**config.mk**
```make
export PLATFORM = sky130hd
export DESIGN_NAME = cmpset_unit
export DESIGN_NICKNAME = d
export VERILOG_FILES = /design/src/rtl/cmpset_pkg.sv /design/src/rtl/cmpset_relation.sv /design/src/rtl/cmpset_writer.sv /design/src/rtl/cmpset_unit.sv
export SDC_FILE = /design/constraint.sdc
export NUM_CORES = 1
export LEC_CHECK = 0
export BUFFER_PORTS_ARGS = -buffer_cell sky130_fd_sc_hd__buf_2
export CAP_MARGIN = 25
export CORE_AREA = 2 2 131 133
export CTS_CLUSTER_SIZE = 40
export DETAILED_ROUTE_END_ITERATION = 7
export DIE_AREA = 0 0 133 135
export GPL_ROUTABILITY_DRIVEN = 1
export MAX_ROUTING_LAYER = met4
export PLACE_DENSITY = 0.69
export SETUP_SLACK_MARGIN = 0.3
export SLEW_MARGIN = 15
export SYNTH_ARGS = -nofsm -noshare
export SYNTH_HDL_FRONTEND = slang
export SYNTH_SLANG_ARGS = --single-unit
export TNS_END_PERCENT = 20
```
**constraint.sdc**
```tcl
create_clock -name clk -period 4.9 [get_ports clk]
set_clock_uncertainty 0.1 [all_clocks]
set_input_delay 1.225 -clock clk [delete_from_list [all_inputs] [get_ports clk]]
set_output_delay 1.225 -clock clk [all_outputs]
set_load 0.01 [all_outputs]
```
**src/rtl/cmpset_pkg.sv**
```systemverilog
package cmpset_pkg;
    localparam int XLEN = 64;
    localparam int IMMW = 5;

    typedef enum logic [2:0] {
        OP_EQ   = 3'b000,
        OP_NE   = 3'b001,
        OP_GT   = 3'b010,
        OP_GE   = 3'b011,
        OP_EQI  = 3'b100,
        OP_NEI  = 3'b101,
        OP_GTI  = 3'b110,
        OP_BAD  = 3'b111
    } cmp_op_e;

    typedef enum logic [1:0] {
        MD_BOOL = 2'b00,
        MD_ZSEL = 2'b01,
        MD_KSEL = 2'b10,
        MD_RSV  = 2'b11
    } out_mode_e;

    typedef enum logic [1:0] {
        REL_EQ = 2'd0,
        REL_NE = 2'd1,
        REL_GT = 2'd2,
        REL_GE = 2'd3
    } rel_e;

    typedef struct packed {
        rel_e rel;
        logic use_imm;
        logic illegal;
    } op_dec_t;

    function automatic op_dec_t decode_op(input logic [2:0] op);
        op_dec_t d;
        d.use_imm = op[2];
        d.illegal = (op == OP_BAD);
        d.rel     = rel_e'(op[1:0]);
        return d;
    endfunction
endpackage

```
**src/rtl/cmpset_relation.sv**
```systemverilog
module cmpset_relation
    import cmpset_pkg::*;
#(
    parameter int W = XLEN
) (
    input  logic [W-1:0] opa,
    input  logic [W-1:0] opb,
    input  rel_e         rel,
    output logic         hit
);
    logic eq_w, gt_w;
    always_comb begin
        eq_w = (opa == opb);
        gt_w = ($signed(opa) > $signed(opb));
        unique case (rel)
            REL_EQ:  hit = eq_w;
            REL_NE:  hit = !eq_w;
            REL_GT:  hit = gt_w;
            default: hit = gt_w | eq_w;
        endcase
    end
endmodule

```
**src/rtl/cmpset_writer.sv**
```systemverilog
module cmpset_writer
    import cmpset_pkg::*;
#(
    parameter int W = XLEN
) (
    input  logic         hit,
    input  logic         illegal,
    input  logic [1:0]   mode,
    input  logic [W-1:0] pass_val,
    input  logic [W-1:0] keep_val,
    output logic [W-1:0] wdata
);
    always_comb begin
        if (illegal) begin
            wdata = '0;
        end else begin
            unique case (out_mode_e'(mode))
                MD_ZSEL: wdata = hit ? pass_val : '0;
                MD_KSEL: wdata = hit ? pass_val : keep_val;
                default: wdata = {{(W-1){1'b0}}, hit};
            endcase
        end
    end
endmodule

```
**src/rtl/cmpset_unit.sv**
```systemverilog
module cmpset_unit
    import cmpset_pkg::*;
#(
    parameter int W  = XLEN,
    parameter int IW = IMMW
) (
    input  logic          clk,
    input  logic          rst,
    input  logic          in_valid,
    input  logic [2:0]    opcode,
    input  logic [1:0]    mode,
    input  logic [W-1:0]  src_a,
    input  logic [W-1:0]  src_b,
    input  logic [IW-1:0] imm5,
    input  logic [W-1:0]  src_c,
    input  logic [W-1:0]  dst_old,
    output logic          res_valid,
    output logic [W-1:0]  res_data,
    output logic          res_illegal
);
    op_dec_t      dec;
    logic [W-1:0] opb_sel;
    logic         hit;
    logic [W-1:0] wdata;

    assign dec     = decode_op(opcode);
    assign opb_sel = dec.use_imm ? {{(W-IW){1'b0}}, imm5} : src_b;

    cmpset_relation #(.W(W)) u_rel (
        .opa(src_a), .opb(opb_sel), .rel(dec.rel), .hit(hit)
    );

    cmpset_writer #(.W(W)) u_wr (
        .hit(hit), .illegal(dec.illegal), .mode(mode),
        .pass_val(src_c), .keep_val(dst_old), .wdata(wdata)
    );

    always_ff @(posedge clk) begin
        if (rst) begin
            res_valid   <= 1'b0;
            res_data    <= '0;
            res_illegal <= 1'b0;
        end else begin
            res_valid <= in_valid;
            if (in_valid) begin
                res_data    <= wdata;
                res_illegal <= dec.illegal;
            end
        end
    end

    // valid follows the input strobe by one cycle
    p_valid_lat_r2: assert property (@(posedge clk) disable iff (rst)
        in_valid |=> res_valid);
    p_valid_drop_r2: assert property (@(posedge clk) disable iff (rst)
        !in_valid |=> !res_valid);
    // result held without a request
    p_hold_r3: assert property (@(posedge clk) disable iff (rst)
        !in_valid |=> $stable(res_data) && $stable(res_illegal));
    // illegal opcode yields zero and flag
    p_illegal_r7: assert property (@(posedge clk) disable iff (rst)
        (in_valid && opcode == 3'b111) |=> res_illegal && res_data == '0);
    // Boolean mode result is 0 or 1
    p_bool_r8: assert property (@(posedge clk) disable iff (rst)
        (in_valid && mode == 2'b00) |=> res_data[W-1:1] == '0);
    // zero-select yields src_c or zero
    p_zsel_r9: assert property (@(posedge clk) disable iff (rst)
        (in_valid && mode == 2'b01) |=> (res_data == $past(src_c)) || (res_data == '0));
    // keep-select yields src_c or prior destination
    p_ksel_r10: assert property (@(posedge clk) disable iff (rst)
        (in_valid && mode == 2'b10 && opcode != 3'b111) |=>
            (res_data == $past(src_c)) || (res_data == $past(dst_old)));
endmodule

```
# [After elaboration in Yosys (flattened, before gate mapping)]
# Index checks and enable logic that the tools add are counted.
[word_totals] word_cells=19 output_inout_bits=66 inputBits=269 reg_bits=66
[classes] n_eq_ne=6 muxes=6 n_lt_le_gt_ge=1 reduce_logical=2 n_bitwise=1
[ops] op="2-to-1 mux 64 bit" count=4
[ops] op="case mux 64 bit (2 select lines)" count=1
[ops] op="equality test 64 bit" count=1
[ops] op="> comparator 64 bit" count=1
[ops] op="equality test 2 x 1 -> 1 bit (second input constant)" count=2
[ops] op="equality test 2 bit (second input constant)" count=2
[ops] op="equality test 3 bit (second input constant)" count=1
[ops] op="case mux 1 bit (3 select lines)" count=1
[ops] op="logical NOT 2 bit" count=1
[ops] op="logical NOT 1 bit" count=1
[ops] op="OR 1 bit" count=1

# [Depth between registers and ports, before layout]
[depth] depth_word=7 depth_mapped=15

# [Hierarchy]
# Synthesis repeated with hierarchy kept, for this count alone.
[hier_totals] hier_cells=613 hier_area_um2=5397.7
[by_module_without_submodules] module="cmpset_unit" instances=1 area_per_inst_um2=2874.0 seq_area_each_um2=1321.3 cells_per_inst=284
[by_module_without_submodules] module="cmpset_relation" instances=1 area_per_inst_um2=1665.3 seq_area_each_um2=0.0 cells_per_inst=240
[by_module_without_submodules] module="cmpset_writer" instances=1 area_per_inst_um2=858.3 seq_area_each_um2=0.0 cells_per_inst=89

# [Worst setup path before layout]
# Ideal clock, no wire load.
[synth_timing] kind="input -> register" from="in opcode[2]" to="reg res_data[29]" setup_ns=0.122 setup_slack_ns=0.558 path_stages=15 t_arrival_ns=4.120 cell_sequence="clkbuf_1 -> buf_1 -> mux2i_1 -> ha_1 -> a21oi_1 -> o21ai_0 -> a221o_1 -> a211o_1 -> a311oi_2 -> a21boi_1 -> o31ai_1 -> buf_4 -> buf_2 -> a211oi_1 -> a221o_1"
[synth_via] elab_chain_cells=7
[synth_lines] item="start, declared" line_no="cmpset_unit.sv:10" source="input logic [2:0] opcode,"
[synth_lines] item="2-to-1 mux 64 bit" line_no="cmpset_unit.sv:27" source="assign opb_sel = dec.use_imm ? {{(W-IW){1'b0}}, imm5} : src_b;"
[synth_lines] item="> comparator 64 bit / equality test 64 bit (equally long branches)" line_no="cmpset_relation.sv:14, cmpset_relation.sv:13"
[synth_lines] item="OR 1 bit / logical NOT 1 bit (equally long branches)" line_no="cmpset_relation.sv:19, cmpset_relation.sv:17"
[synth_lines] item="case mux 1 bit (3 select lines)" line_no="cmpset_relation.sv:15" source="unique case (rel)"
[synth_lines] item="2-to-1 mux 64 bit, on equally long branches" line_no="cmpset_writer.sv:19, cmpset_writer.sv:18"
[synth_lines] item="case mux 64 bit (2 select lines)" line_no="cmpset_writer.sv:17" source="unique case (out_mode_e'(mode))"
[synth_lines] item="2-to-1 mux 64 bit (*)" line_no="cmpset_writer.sv:14" source="if (illegal) begin"
[synth_lines] item="end signal, assigned" line_no="cmpset_unit.sv:46" source="res_data <= wdata;"
[synth_lines] item="end, declared" line_no="cmpset_unit.sv:18" source="output logic [W-1:0] res_data,"
# Every way passes the cells marked *; elsewhere a longest branch is shown, timed or not.
# A chain may end at the register's enable or synchronous reset.

# [Worst setup path after layout]
[layout_timing] from="in opcode[2]" to="reg res_data[10]"
# Same word-level chain as after synthesis.

==> reports/metrics.sh <==
SLEW_AT_THE_PIN_CLOSEST_TO_ITS_MAX_SLEW_LIMIT_NS=0.769
GR-TOTAL-OVERFLOW=0
POWER.DENSITY_CELL_AREA_mW_PER_MM2=232
POWER.SHARE.SWITCHING_PCT=28.9
FILLER_CELL_COUNT=1629
POSTCTSSETUPBUFFERS=0
DESIGN.DIE.AREA_MM2=0.0180
STDCELL_COUNT=1167
FINALCRITPERIODSHARE_PCT=89.5
TIMING.FINAL.CRIT_PERIOD_NS=4.38
CLOCK_PATH_BUFFERS=2
IO_PINS=335
WORST_R2R_STARTPOINT='res_data[0]'
TIMING.HOLD.WS_NS=0.378
WORSTSETUPSTARTPOINTTYPE='input port'
GRT_USE_TOTAL_PCT=21.8
WORST-SETUP-PATH-TYPE='in2reg'
OUTCOME='complete, no violations'
HPWL_UM=14800
DRT_ITER0_DRC=289
HOLD_PATH.CLASS='reg2reg'
SLEW-LIMIT-HEADROOM_PCT=48.7
CTS.REPAIR.RESIZED=0
WORST_HOLD_PATH.ENDPOINT='res_data[1]'
SETUP_REPAIR_AFTER_GLOBAL_ROUTING_MISSED_ITS_MARGIN='false'
SYNTHARSTFLOPSHARE_PCT=0
STATIC-LEAKAGE-POWER_uW=0.00364
FINAL_CORE_UTIL_PCT=46.2
SLOWEST_DELAY_NS=0.36
HOLD_PATH.STARTPOINT='res_data[1]'
WORST_R2R_ENDPOINT='res_data[0]'
CTS_MADE_BUFFERS=9
FINAL-SETUP-VIOL-COUNT=0
WORST_EP_REQUIRED_TIME_NS=5.02
CELL_INTERNAL_POWER_DISSIPATION_uW=1250
SYNTHESIS.INSTANCES=636
DR_TOTAL_VIAS=6081
P_SW_uW=509
SYNTH_SEQ_AREA_SHARE_PCT=24.6
CRIT_BUF_INV=3
POSTSYNTH.TOPFLOPCELL='sky130_fd_sc_hd__dfxtp_1'
WORST_HOLD_PATH_STAGE_COUNT=1
FIRSTDRTPASSITERS=5
NUMBER_OF_SINKS_DRIVEN_BY_THE_CLOCK_TREE=66
CLKPWRFRAC_PCT=43.5
TIMING.SETUP.TNS_NS=0
CP_CELL_SEQUENCE='buf_2 > buf_4 > nand2b_1 > ha_1 > a21oi_1 > o21ai_0 > a221o_1 > a211o_1 > a311oi_2 > a21boi_1 > o31ai_4 > buf_12 > a211oi_1 > a221o_1'
CLOCK_LATENCY_NS=0.33
GRT_PASS1_WL_UM=30300
HOLDBUFCOUNTCTS=0
PATH_CLK_SLEW_NS=0.06
DETAIL_ROUTE.WIRELENGTH_UM=19600
PORT-BUFFER-COUNT=334
CTS_TREE='done'
MAX_CAP_VIOL_COUNT=0
FINAL_LAYOUT_SIZE_SUFFIX_GT1_SHARE_PCT=39.4
NUMBER_OF_NETS_PRODUCED_BY_SYNTHESIS=971
FLOORPLAN.DIE.HEIGHT_UM=135
R2R.WORST_PATH.CELLS=5
DIE_WIDTH_UM=133
CRITICAL_PATH.MAX_FANOUT=64
WORST_EP_ARRIVAL_TIME_NS=4.50
TIMING.FINAL.HOLD_VIOLATIONS=0
ROUTEDWLPERCELL_UM=16.8
ROWS=47
DP.CELLS=1146
CPMOSTUSEDCELL='sky130_fd_sc_hd__a221o_1'
GP_CONGESTION=0.813
CORE_MM2=0.0164
POWER.SEQUENTIAL.FRACTION_PCT=31.8
CP_TOP_FAMILY='compound AO/OA/AOI/OAI gates'
CTS.ROOT.BUFFER_CELL='sky130_fd_sc_hd__clkbuf_16'
VIAS_PER_CELL=5.21
SYNTH_CELL_TYPE_COUNT=44
VIA_COUNT_OF_THE_FIRST_GLOBAL_ROUTING_PASS=6004
ANTENNA_FOUND_INITIAL=4
FLOORPLAN.INITIALDENSITY_PCT=32.7
ANT_NETS=0
SYNTH_ENABLE_FLOP_CELLS=0
SYNTH_WARN=0
SYNTH-SEQ-CELLS=66
SLEW_VIOLATIONS=0
P_COMB_SHARE_PCT=24.7
WORST_PATH_MAX_DELAY_CELL='sky130_fd_sc_hd__a221o_1'
SETUP.REG_TO_REG.WORST_SLACK_NS=3.75
NNETSFINAL=1273
FLOW.AREA_GROWTH_FROM_SYNTHESIS_PCT=41.4
SYNTHESIS.AREA_MM2=0.00537
FMAX_MHz=228
POST_SYNTH.CELL_AREA_AVG_UM2=8.44
CRITPATHCAPTURETYPE='flop'
RESIDUAL_DRC=0
GRT_MAX_DEGREE=67
CTS_HTREE_LEVELS=3
IRDROPWORSTVDD_V=0.000162
## kinds of logic after synthesis
family                     share of synthesized area, %
AOI/OAI and AO/OA                                  27.5
muxes                                              1.35
DFF                                                24.6
adders and majority gates                          15.4
buffers and inverters                              5.53
xor gates and xnor gates                          0.163
and+or+nand+nor                                    25.5
## how the worst max path moves through the flow
stage,from,end,slack [ns],cells after the start
after floorplan,opcode[2],res_data[29],0.56,15
after global placement,opcode[2],res_data[31],0.26,14
after detailed placement,opcode[2],res_data[56],0.21,13
after CTS,opcode[2],res_data[56],0.55,13
after global routing,opcode[2],res_data[57],0.37,13
final,opcode[2],res_data[10],0.52,14
## power groups by stage
stage | Combinational (µW) | Sequential, µW | Clock [µW]
after floorplan | 236 | 579 | 0
after global placement | 431 | 572 | 0
after detailed placement | 434 | 572 | 0
after CTS | 437 | 560 | 778
after global routing | 487 | 562 | 797
final | 435 | 560 | 767
## registers in the layout (all words and copies together), names as in the netlist
name and cells:
res_illegal 1, res_valid 1, res_data 64
## layer usage
metal | wire length, µm | up-vias | track usage (%)
li1 | - | 3006 | -
met2 | 9840 | 266 | 38.9
met4 | 431 | 0 | 7.35
met5 | 0 | - | -
met3 | 1630 | 30 | 4.99
met1 | 7740 | 2779 | 23.9
## metrics by stage
| stage | cell area [µm²] | setup WS [ns] | total power, µW |
|---|---|---|---|
| after global routing | 7580 | 0.372 | 1850 |
| after detailed placement | 7200 | 0.209 | 1010 |
| after global placement | 7200 | 0.256 | 1000 |
| final | 7580 | 0.516 | 1760 |
| after CTS | 7550 | 0.546 | 1780 |
| after floorplan | 5370 | 0.558 | 815 |
## worst register-to-register path, delay by kind of cell (launching register included)
family	cells	cell delay, ns
simple gates	2	0.18
flops	1	0.34
compound gates	3	0.46
## cell usage in the layout (no fill, tap or decap), types with 7 or more instances in the layout
| cell type | synthesis | final |
|---|---|---|
| sky130_fd_sc_hd__nand2b_1 | 62 | 62 |
| sky130_fd_sc_hd__clkbuf_16 | 0 | 9 |
| sky130_fd_sc_hd__nand2_1 | 79 | 79 |
| sky130_fd_sc_hd__a221o_1 | 63 | 63 |
| sky130_fd_sc_hd__nand4_1 | 15 | 15 |
| sky130_fd_sc_hd__a211oi_1 | 65 | 65 |
| sky130_fd_sc_hd__nor2_1 | 8 | 7 |
| sky130_fd_sc_hd__o21ai_0 | 9 | 9 |
| sky130_fd_sc_hd__a21oi_1 | 28 | 28 |
| sky130_fd_sc_hd__and2_1 | 64 | 63 |
| sky130_fd_sc_hd__inv_1 | 8 | 8 |
| sky130_fd_sc_hd__buf_2 | 6 | 334 |
| sky130_fd_sc_hd__ha_1 | 66 | 66 |
| sky130_fd_sc_hd__dfxtp_1 | 66 | 66 |
## synthesized netlist by cell type (2+ instances only)
cell type	instances	area share (%)
sky130_fd_sc_hd__a211oi_1	65	9.1
sky130_fd_sc_hd__a21o_1	6	0.84
sky130_fd_sc_hd__a21oi_1	28	2.6
sky130_fd_sc_hd__a221o_1	63	12
sky130_fd_sc_hd__a22oi_1	2	0.28
sky130_fd_sc_hd__and2_1	64	7.5
sky130_fd_sc_hd__buf_2	6	0.56
sky130_fd_sc_hd__buf_4	2	0.28
sky130_fd_sc_hd__buf_6	7	1.5
sky130_fd_sc_hd__clkbuf_1	37	2.6
sky130_fd_sc_hd__dfxtp_1	66	25
sky130_fd_sc_hd__ha_1	66	15
sky130_fd_sc_hd__inv_1	8	0.56
sky130_fd_sc_hd__mux2_2	2	0.42
sky130_fd_sc_hd__mux2i_1	5	0.93
sky130_fd_sc_hd__nand2_1	79	5.5
sky130_fd_sc_hd__nand2b_1	62	7.2
sky130_fd_sc_hd__nand3_1	5	0.47
sky130_fd_sc_hd__nand4_1	15	1.7
sky130_fd_sc_hd__nor2_1	8	0.56
sky130_fd_sc_hd__nor2b_1	2	0.23
sky130_fd_sc_hd__nor3_1	4	0.37
sky130_fd_sc_hd__nor4_1	4	0.47
sky130_fd_sc_hd__o21ai_0	9	0.84
sky130_fd_sc_hd__o21ai_1	2	0.19
## area by class of cell
class	instances	area (µm²)	area share (%)
multi-input cells	509	3780	49.9
repair buffers	344	1820	24.0
flip-flops and latches	66	1320	17.4
well taps	220	275	3.63
clock buffers	9	225	2.97
clock inverters	7	125	1.65
inverters	8	30.0	0.396
diodes	4	10.0	0.132
Power figures use the tool's default switching activity.
